==> src/rtl/phs_pkg.sv <==
package phs_pkg;

    localparam int ANG_W   = 16;              // angle word, MSB weight -pi
    localparam int OUT_W   = 16;              // output sample width
    localparam int ONE_SH  = 14;              // output 1.0 = 2**ONE_SH
    localparam int XY_G    = 2;               // extra fraction bits inside the rotator
    localparam int IW      = OUT_W + 2 + XY_G; // rotator x/y width
    localparam int Z_G     = 4;               // extra fraction bits on the residual angle
    localparam int ZW      = ANG_W + Z_G;     // residual angle width, pi = 2**(ZW-1)

    localparam real PI_R   = 3.14159265358979323846;

    typedef struct packed {
        logic                    vld;
        logic signed [OUT_W-1:0] re;
        logic signed [OUT_W-1:0] im;
    } phasor_t;

    // Final index of the sequence: N-1 for odd N, N for even N.
    function automatic int last_index(input int n);
        return (n % 2 == 1) ? n - 1 : n;
    endfunction

    // Micro-rotation angle atan(2^-i) in residual-angle units.
    function automatic int atan_unit(input int i);
        real v;
        v = $atan(2.0 ** (-i)) / PI_R * (2.0 ** (ZW - 1));
        return int'(v);
    endfunction

    // Initial vector length that cancels the rotator gain after 'iters' steps.
    function automatic int gain_init(input int iters);
        real g;
        g = 1.0;
        for (int i = 0; i < iters; i++) begin
            g = g / $sqrt(1.0 + 2.0 ** (-2 * i));
        end
        return int'(g * (2.0 ** (ONE_SH + XY_G)));
    endfunction

endpackage

==> src/rtl/phs_index_ctr.sv <==
module phs_index_ctr
    import phs_pkg::*;
#(
    parameter int N     = 20,
    parameter int IDX_W = $clog2(N + 1)
) (
    input  logic             clk,
    input  logic             rst,
    input  logic             en,
    output logic [IDX_W-1:0] idx
);

    localparam logic [IDX_W-1:0] FINAL = IDX_W'(last_index(N));
    localparam logic [IDX_W-1:0] PEN   = IDX_W'(N - 2);

    logic [IDX_W-1:0] idx_q;
    logic [IDX_W-1:0] idx_d;

    always_comb begin
        if (idx_q == FINAL) begin
            idx_d = '0;
        end else if (idx_q == PEN) begin
            idx_d = FINAL;
        end else begin
            idx_d = idx_q + IDX_W'(1);
        end
    end

    always_ff @(posedge clk) begin
        if (rst) begin
            idx_q <= '0;
        end else if (en) begin
            idx_q <= idx_d;
        end
    end

    assign idx = idx_q;

    // after the final index comes 0
    p_wrap_r2: assert property (@(posedge clk) disable iff (rst)
        (en && idx_q == FINAL) |=> (idx_q == '0));

    // the penultimate index jumps to the final one
    p_jump_r2: assert property (@(posedge clk) disable iff (rst)
        (en && idx_q == PEN) |=> (idx_q == FINAL));

    // index never sits at a skipped value
    p_range_r2: assert property (@(posedge clk) disable iff (rst)
        (idx_q < IDX_W'(N - 1)) || (idx_q == FINAL));

    // a disabled clock leaves the index alone
    p_hold_idx_r6: assert property (@(posedge clk) disable iff (rst)
        !en |=> $stable(idx_q));

endmodule

==> src/rtl/phs_angle_mul.sv <==
module phs_angle_mul
    import phs_pkg::*;
#(
    parameter int IDX_W = 5
) (
    input  logic                    clk,
    input  logic                    rst,
    input  logic                    frame_stb,
    input  logic                    en,
    input  logic signed [ANG_W-1:0] angle_in,
    input  logic [IDX_W-1:0]        idx,
    output logic                    prod_vld,
    output logic signed [ANG_W-1:0] prod
);

    logic signed [ANG_W-1:0] ang_q;
    logic signed [ANG_W-1:0] prod_q;
    logic                    pvld_q;

    always_ff @(posedge clk) begin
        if (rst) begin
            ang_q <= '0;
        end else if (frame_stb) begin
            ang_q <= angle_in;
        end
    end

    // Product truncated to the angle width: wraps modulo 2*pi.
    always_ff @(posedge clk) begin
        prod_q <= ANG_W'($signed({1'b0, idx}) * ang_q);
    end

    always_ff @(posedge clk) begin
        if (rst) begin
            pvld_q <= 1'b0;
        end else begin
            pvld_q <= en;
        end
    end

    assign prod     = prod_q;
    assign prod_vld = pvld_q;

    // held angle changes only on the frame strobe
    p_hold_ang_r1: assert property (@(posedge clk) disable iff (rst)
        !frame_stb |=> $stable(ang_q));

    // index zero always yields a zero phase
    p_zero_phase_r3: assert property (@(posedge clk) disable iff (rst)
        (en && idx == '0) |=> (prod_q == '0 && pvld_q));

endmodule

==> src/rtl/phs_cordic.sv <==
module phs_cordic
    import phs_pkg::*;
#(
    parameter int STAGES = 16
) (
    input  logic                    clk,
    input  logic                    rst,
    input  logic                    in_vld,
    input  logic signed [ANG_W-1:0] in_ang,
    output phasor_t                 out
);

    localparam int ITERS = STAGES - 1;
    localparam logic signed [IW-1:0] X0      = IW'(gain_init(ITERS));
    localparam logic signed [ZW-1:0] QUARTER = ZW'(2 ** (ZW - 2));
    localparam int ONE      = 2 ** ONE_SH;
    localparam longint MAG_LO = longint'(ONE - 12) * longint'(ONE - 12);
    localparam longint MAG_HI = longint'(ONE + 12) * longint'(ONE + 12);

    logic                 vld_s [ITERS+1];
    logic signed [IW-1:0] x_s   [ITERS+1];
    logic signed [IW-1:0] y_s   [ITERS+1];
    logic signed [ZW-1:0] z_s   [ITERS];

    // Quadrant pre-rotation: bring the residual into [-pi/2, pi/2).
    logic signed [ZW-1:0] z_in;
    logic signed [IW-1:0] x_pre;
    logic signed [IW-1:0] y_pre;
    logic signed [ZW-1:0] z_pre;

    assign z_in = $signed({in_ang, {Z_G{1'b0}}});

    always_comb begin
        case (in_ang[ANG_W-1:ANG_W-2])
            2'b01: begin
                x_pre = '0;
                y_pre = X0;
                z_pre = z_in - QUARTER;
            end
            2'b10: begin
                x_pre = '0;
                y_pre = -X0;
                z_pre = z_in + QUARTER;
            end
            default: begin
                x_pre = X0;
                y_pre = '0;
                z_pre = z_in;
            end
        endcase
    end

    always_ff @(posedge clk) begin
        if (rst) begin
            vld_s[0] <= 1'b0;
        end else begin
            vld_s[0] <= in_vld;
        end
    end

    always_ff @(posedge clk) begin
        x_s[0] <= x_pre;
        y_s[0] <= y_pre;
        z_s[0] <= z_pre;
    end

    for (genvar i = 0; i < ITERS; i++) begin : g_iter
        localparam logic signed [ZW-1:0] AT = ZW'(atan_unit(i));
        logic up;
        assign up = ~z_s[i][ZW-1];

        always_ff @(posedge clk) begin
            if (rst) begin
                vld_s[i+1] <= 1'b0;
            end else begin
                vld_s[i+1] <= vld_s[i];
            end
        end

        always_ff @(posedge clk) begin
            if (up) begin
                x_s[i+1] <= x_s[i] - (y_s[i] >>> i);
                y_s[i+1] <= y_s[i] + (x_s[i] >>> i);
            end else begin
                x_s[i+1] <= x_s[i] + (y_s[i] >>> i);
                y_s[i+1] <= y_s[i] - (x_s[i] >>> i);
            end
        end

        if (i < ITERS - 1) begin : g_z
            always_ff @(posedge clk) begin
                z_s[i+1] <= up ? (z_s[i] - AT) : (z_s[i] + AT);
            end
        end
    end

    logic signed [OUT_W-1:0] re_w;
    logic signed [OUT_W-1:0] im_w;

    assign re_w = OUT_W'((x_s[ITERS] + $signed(IW'(2))) >>> XY_G);
    assign im_w = OUT_W'((y_s[ITERS] + $signed(IW'(2))) >>> XY_G);

    assign out.vld = vld_s[ITERS];
    assign out.re  = re_w;
    assign out.im  = im_w;

    // every valid phasor has unit magnitude within a few LSB
    p_unit_mag_r4: assert property (@(posedge clk) disable iff (rst)
        vld_s[ITERS] |->
            ((longint'(re_w) * longint'(re_w) + longint'(im_w) * longint'(im_w)) >= MAG_LO &&
             (longint'(re_w) * longint'(re_w) + longint'(im_w) * longint'(im_w)) <= MAG_HI));

endmodule

==> src/rtl/phs_align_delay.sv <==
module phs_align_delay
    import phs_pkg::*;
#(
    parameter int DLY = 0
) (
    input  logic    clk,
    input  logic    rst,
    input  phasor_t din,
    output phasor_t dout
);

    if (DLY == 0) begin : g_pass
        assign dout = din;
    end else begin : g_line
        phasor_t line_q [DLY];

        always_ff @(posedge clk) begin
            if (rst) begin
                for (int j = 0; j < DLY; j++) begin
                    line_q[j].vld <= 1'b0;
                end
            end else begin
                line_q[0].vld <= din.vld;
                for (int j = 1; j < DLY; j++) begin
                    line_q[j].vld <= line_q[j-1].vld;
                end
            end
        end

        always_ff @(posedge clk) begin
            line_q[0].re <= din.re;
            line_q[0].im <= din.im;
            for (int j = 1; j < DLY; j++) begin
                line_q[j].re <= line_q[j-1].re;
                line_q[j].im <= line_q[j-1].im;
            end
        end

        assign dout = line_q[DLY-1];
    end

endmodule

==> src/rtl/phasor_seq_gen.sv <==
module phasor_seq_gen
    import phs_pkg::*;
#(
    parameter int N  = 20,
    parameter int CI = 16
) (
    input  logic                    clk,
    input  logic                    rst,
    input  logic                    frame_stb,
    input  logic                    en,
    input  logic signed [ANG_W-1:0] angle_in,
    output logic signed [OUT_W-1:0] re_out,
    output logic signed [OUT_W-1:0] im_out,
    output logic                    vld_out
);

    localparam int IDX_W = $clog2(N + 1);
    localparam int ALIGN = (N > CI - 1) ? (N + 1 - CI) : 0;

    logic [IDX_W-1:0]        idx;
    logic                    prod_vld;
    logic signed [ANG_W-1:0] prod;
    phasor_t                 rot_out;
    phasor_t                 aligned;

    phs_index_ctr #(.N(N), .IDX_W(IDX_W)) u_ctr (
        .clk (clk),
        .rst (rst),
        .en  (en),
        .idx (idx)
    );

    phs_angle_mul #(.IDX_W(IDX_W)) u_mul (
        .clk       (clk),
        .rst       (rst),
        .frame_stb (frame_stb),
        .en        (en),
        .angle_in  (angle_in),
        .idx       (idx),
        .prod_vld  (prod_vld),
        .prod      (prod)
    );

    phs_cordic #(.STAGES(CI)) u_rot (
        .clk    (clk),
        .rst    (rst),
        .in_vld (prod_vld),
        .in_ang (prod),
        .out    (rot_out)
    );

    phs_align_delay #(.DLY(ALIGN)) u_dly (
        .clk  (clk),
        .rst  (rst),
        .din  (rot_out),
        .dout (aligned)
    );

    assign re_out  = aligned.re;
    assign im_out  = aligned.im;
    assign vld_out = aligned.vld;

endmodule

==> config.mk <==
export PLATFORM = sky130hd
export DESIGN_NAME = phasor_seq_gen
export DESIGN_NICKNAME = d
export VERILOG_FILES = /design/src/rtl/phs_pkg.sv /design/src/rtl/phs_index_ctr.sv /design/src/rtl/phs_angle_mul.sv /design/src/rtl/phs_cordic.sv /design/src/rtl/phs_align_delay.sv /design/src/rtl/phasor_seq_gen.sv
export SDC_FILE = /design/constraint.sdc
export NUM_CORES = 2
export LEC_CHECK = 0
export ABC_AREA = 1
export CAP_MARGIN = 15
export CORE_MARGIN = 2
export CORE_UTILIZATION = 60
export CTS_CLUSTER_DIAMETER = 120
export DETAILED_ROUTE_END_ITERATION = 10
export PLACE_DENSITY_LB_ADDON = 0.3
export SETUP_SLACK_MARGIN = 0.15
export SYNTH_ARGS = -nofsm -noshare
export SYNTH_HDL_FRONTEND = slang
export SYNTH_HIERARCHICAL = 1
export SYNTH_SLANG_ARGS = --single-unit
export TNS_END_PERCENT = 100
==> constraint.sdc <==
create_clock -name clk -period 5.1 [get_ports clk]
set_input_delay 1.02 -clock clk [delete_from_list [all_inputs] [get_ports clk]]
set_output_delay 1.02 -clock clk [all_outputs]
set_load 0.1 [all_outputs]
==> flow_summary.yaml <==
setup_path:
  worstSetupStartpoint: "u_ctr/idx[1]"
  reg2reg_setup_slack_ns: 1.23
  critPathMaxFanout: 21
  critPathRequiredTime_ns: 5.72
  r2r-end: "u_mul/prod[15]"
  start_kind: "register"
  crit_arrival_ns: 4.49
  ff2ff_path_depth: 15
  endpoint: "u_mul/prod[15]"
  timing.rr.start: "u_ctr/idx[1]"
  path_class: "register to register"
  end_kind: "register"
cts:
  cts_hold_buffers: 0
  cts.sinks: 1069
  cts_resized: 0
  root_buffer: "clkbuf_16"
  postCtsSetupBuffers: 0
  cts_max_level: 3
  cts_made_buffers: 112
  clk_latency_ns: 0.73
  clk_pin_slew_ns: 0.06
  cts_max_path_buffers: 3
  cts_tree: "done"
place:
  place_hpwl_um: 167000
  globalplace.congestion: 0.961
  port_buffers: 52
global_route:
  grt_pass1_vias: 64806
  globalRouteOverflowTotal: 0
  grt_max_degree: 44
  antenna_found_initial: 2
  grt_first_pass_wirelength_um: 327000
  grt.total_usage_pct: 31.0
detailed_routing:
  drtIter0Drc: 5378
  drc: 0
  vias: 68963
  routed_wl_um: 205000
  vias_per_cell: 5.46
  wire_per_inst_um: 16.2
  first_pass_iters: 6
  postRouteAntennaNets: 0
yosys:
  synth.avg_cell_area_um2: 7.01
  synth_fp_nets: 11712
  synth.most_common_cell: "nand2_1"
  synth_top_cell_area_share_pct: 28.4
  yosys_register_bits: 1069
  synth.distinct_cells: 54
  yosysTopAreaCell: "dfxtp_1"
  synth_area_mm2: 0.0755
  synthTopCellsByCount: "nand2_1, inv_1, dfxtp_1, nor2_1, ha_1"
  seq_area_frac_synth_pct: 28.4
  synthFlopType: "dfxtp_1"
  yosys_warnings: 6
  synth_area_leaders: "dfxtp_1, ha_1, nand2_1, xor2_1, inv_1"
  async_flop_share_pct: 0
  synth_edf_count: 0
  netlist_instances: 10770
sta:
  final_max_slew_viol_count: 0
  min_period_ns: 3.87
  setup-tns-final_ns: 0
  finalCritPeriodShare_pct: 75.8
  maxSlewHeadroom_pct: 26.4
  grt_setup_unrepaired: "false"
  fin_skew_ns: 0.0307
  fmax_ghz: 0.259
  tightest_slew_ns: 1.10
  setup_viol: 0
  hold_violations: 0
floorplanning:
  fp.dieH_um: 359
  io_pins: 53
  die_area_mm2: 0.129
  core-area_mm2: 0.125
  rows: 130
  die_x_um: 359
  start_util_pct: 60.3
cells_and_area:
  drive_gt1_share_pct: 3.14
  fillers: 11207
  nets: 11828
  syn_to_final_growth_pct: 8.47
  diodes: 0
job:
  maxCapViolations: 0
min_path:
  hp-start: "u_dly/g_line.line_q[2][20]"
  hold_path.class: "register to register"
status:
  status: "finished clean"
[how the worst min path moves through the flow]
| stage | end | slack (ns) | depth (start not counted) |
|---|---|---|---|
| CTS | u_dly/g_line.line_q[3][20] | 0.30 | 0 |
| global placement | u_dly/g_line.line_q[1][19] | 0.31 | 0 |
| finish | u_dly/g_line.line_q[3][20] | 0.31 | 0 |
| global route | u_dly/g_line.line_q[3][20] | 0.33 | 0 |
| floorplan | u_dly/g_line.line_q[1][0] | 0.31 | 0 |
| detailed placement | u_dly/g_line.line_q[4][28] | 0.31 | 0 |
[layout by cell type, fill, tap and decap left out, types with 8 or more instances in the layout]
| master | instances |
|---|---|
| clkbuf_1 | 11 |
| nor4_1 | 39 |
| buf_4 | 21 |
| and2_1 | 15 |
| or2_2 | 10 |
| nor3_2 | 14 |
| nand4_1 | 48 |
| o21ai_2 | 18 |
| inv_1 | 1475 |
| dfxtp_1 | 1069 |
| o21ai_1 | 20 |
| bufinv_16 | 18 |
| nand3b_1 | 21 |
| inv_6 | 9 |
| o211ai_1 | 8 |
| nand3_2 | 12 |
| inv_2 | 11 |
| nand2_1 | 2765 |
| xor2_1 | 661 |
| o21a_1 | 32 |
| clkdlybuf4s50_1 | 52 |
| xnor2_1 | 154 |
| fa_1 | 73 |
| clkbuf_16 | 112 |
| o21ai_0 | 339 |
| o21bai_1 | 85 |
| a21o_1 | 182 |
| nand2_2 | 17 |
| nor3_1 | 115 |
| nand3_1 | 772 |
| a31oi_1 | 39 |
| a21boi_0 | 16 |
| clkinvlp_4 | 16 |
| ha_1 | 849 |
| nor2_2 | 32 |
| o31ai_1 | 33 |
| a21oi_1 | 775 |
| clkinv_2 | 21 |
| nor2_1 | 958 |
[critical path, stage by stage (launching register included)]
cell and delay, ns:
dfxtp_1 0.80, nand2_1 0.18, fa_1 0.54, inv_1 0.05
fa_1 0.48, inv_1 0.06, fa_1 0.58, inv_1 0.06
ha_1 0.34, a21oi_1 0.13, a21boi_0 0.18, nand2_1 0.07
nor2_1 0.12, inv_1 0.05, nand2_1 0.06, nand2_1 0.05
[layout make-up]
cell class	count	area (um^2)	share of cell area (%)
inverter	1490	5600	6.83
multi-input combinational	8140	48100	58.8
sequential	1069	21400	26.1
clock buffer	130	2940	3.59
clock inverter	78	1050	1.28
tap	1650	2060	2.52
timing repair buffer	73	678	0.828
[state kept, by name (all words and copies together), names as in the netlist]
| name | count |
|---|---|
| u_rot/vld_s | 16 |
| u_rot/z_s | 255 |
| u_rot/y_s | 299 |
| u_mul/ang_q | 16 |
| u_rot/x_s | 296 |
| u_mul/prod_vld | 1 |
| u_dly/g_line.line_q | 165 |
| u_mul/prod | 16 |
| u_ctr/idx | 5 |
[per-layer routing]
metal	track usage [%]	up-vias	part of all wire, %
met3	3.44	422	5.3
met4	12.2	0	4.1
met1	38.9	31411	43
li1	-	35017	-
met5	0	-	0
met2	54.2	2113	47
[logic make-up (layout without fill, tap and decap cells)]
group / after synthesis / count (layout) / share of synthesized area (%)
simple gates: 4836 / 4836 / 26.5
compound gates: 1565 / 1565 / 11.8
buf+inv: 1561 / 1771 / 7.86
flops: 1069 / 1069 / 28.4
fa+ha+maj: 922 / 922 / 16.0
xor+xnor: 817 / 817 / 9.50
[metrics by stage]
| stage | area (um^2) | hold WS, ns | setup WS [ns] | utilization [%] | instances |
|---|---|---|---|---|---|
| floorplan | 75500 | 0.310 | 1.53 | - | 10770 |
| detailed placement | 77900 | 0.312 | 1.19 | 62.2 | 12422 |
| finish | 81900 | 0.313 | 1.23 | 65.4 | 12630 |
| global placement | 77900 | 0.310 | 1.12 | 62.2 | 12422 |
| CTS | 81900 | 0.301 | 1.18 | 65.4 | 12630 |
| global route | 81900 | 0.327 | 0.829 | 65.4 | 12630 |
Power is not shown: default switching activity piles up to over one toggle a cycle in this logic, so the estimate is an artifact.
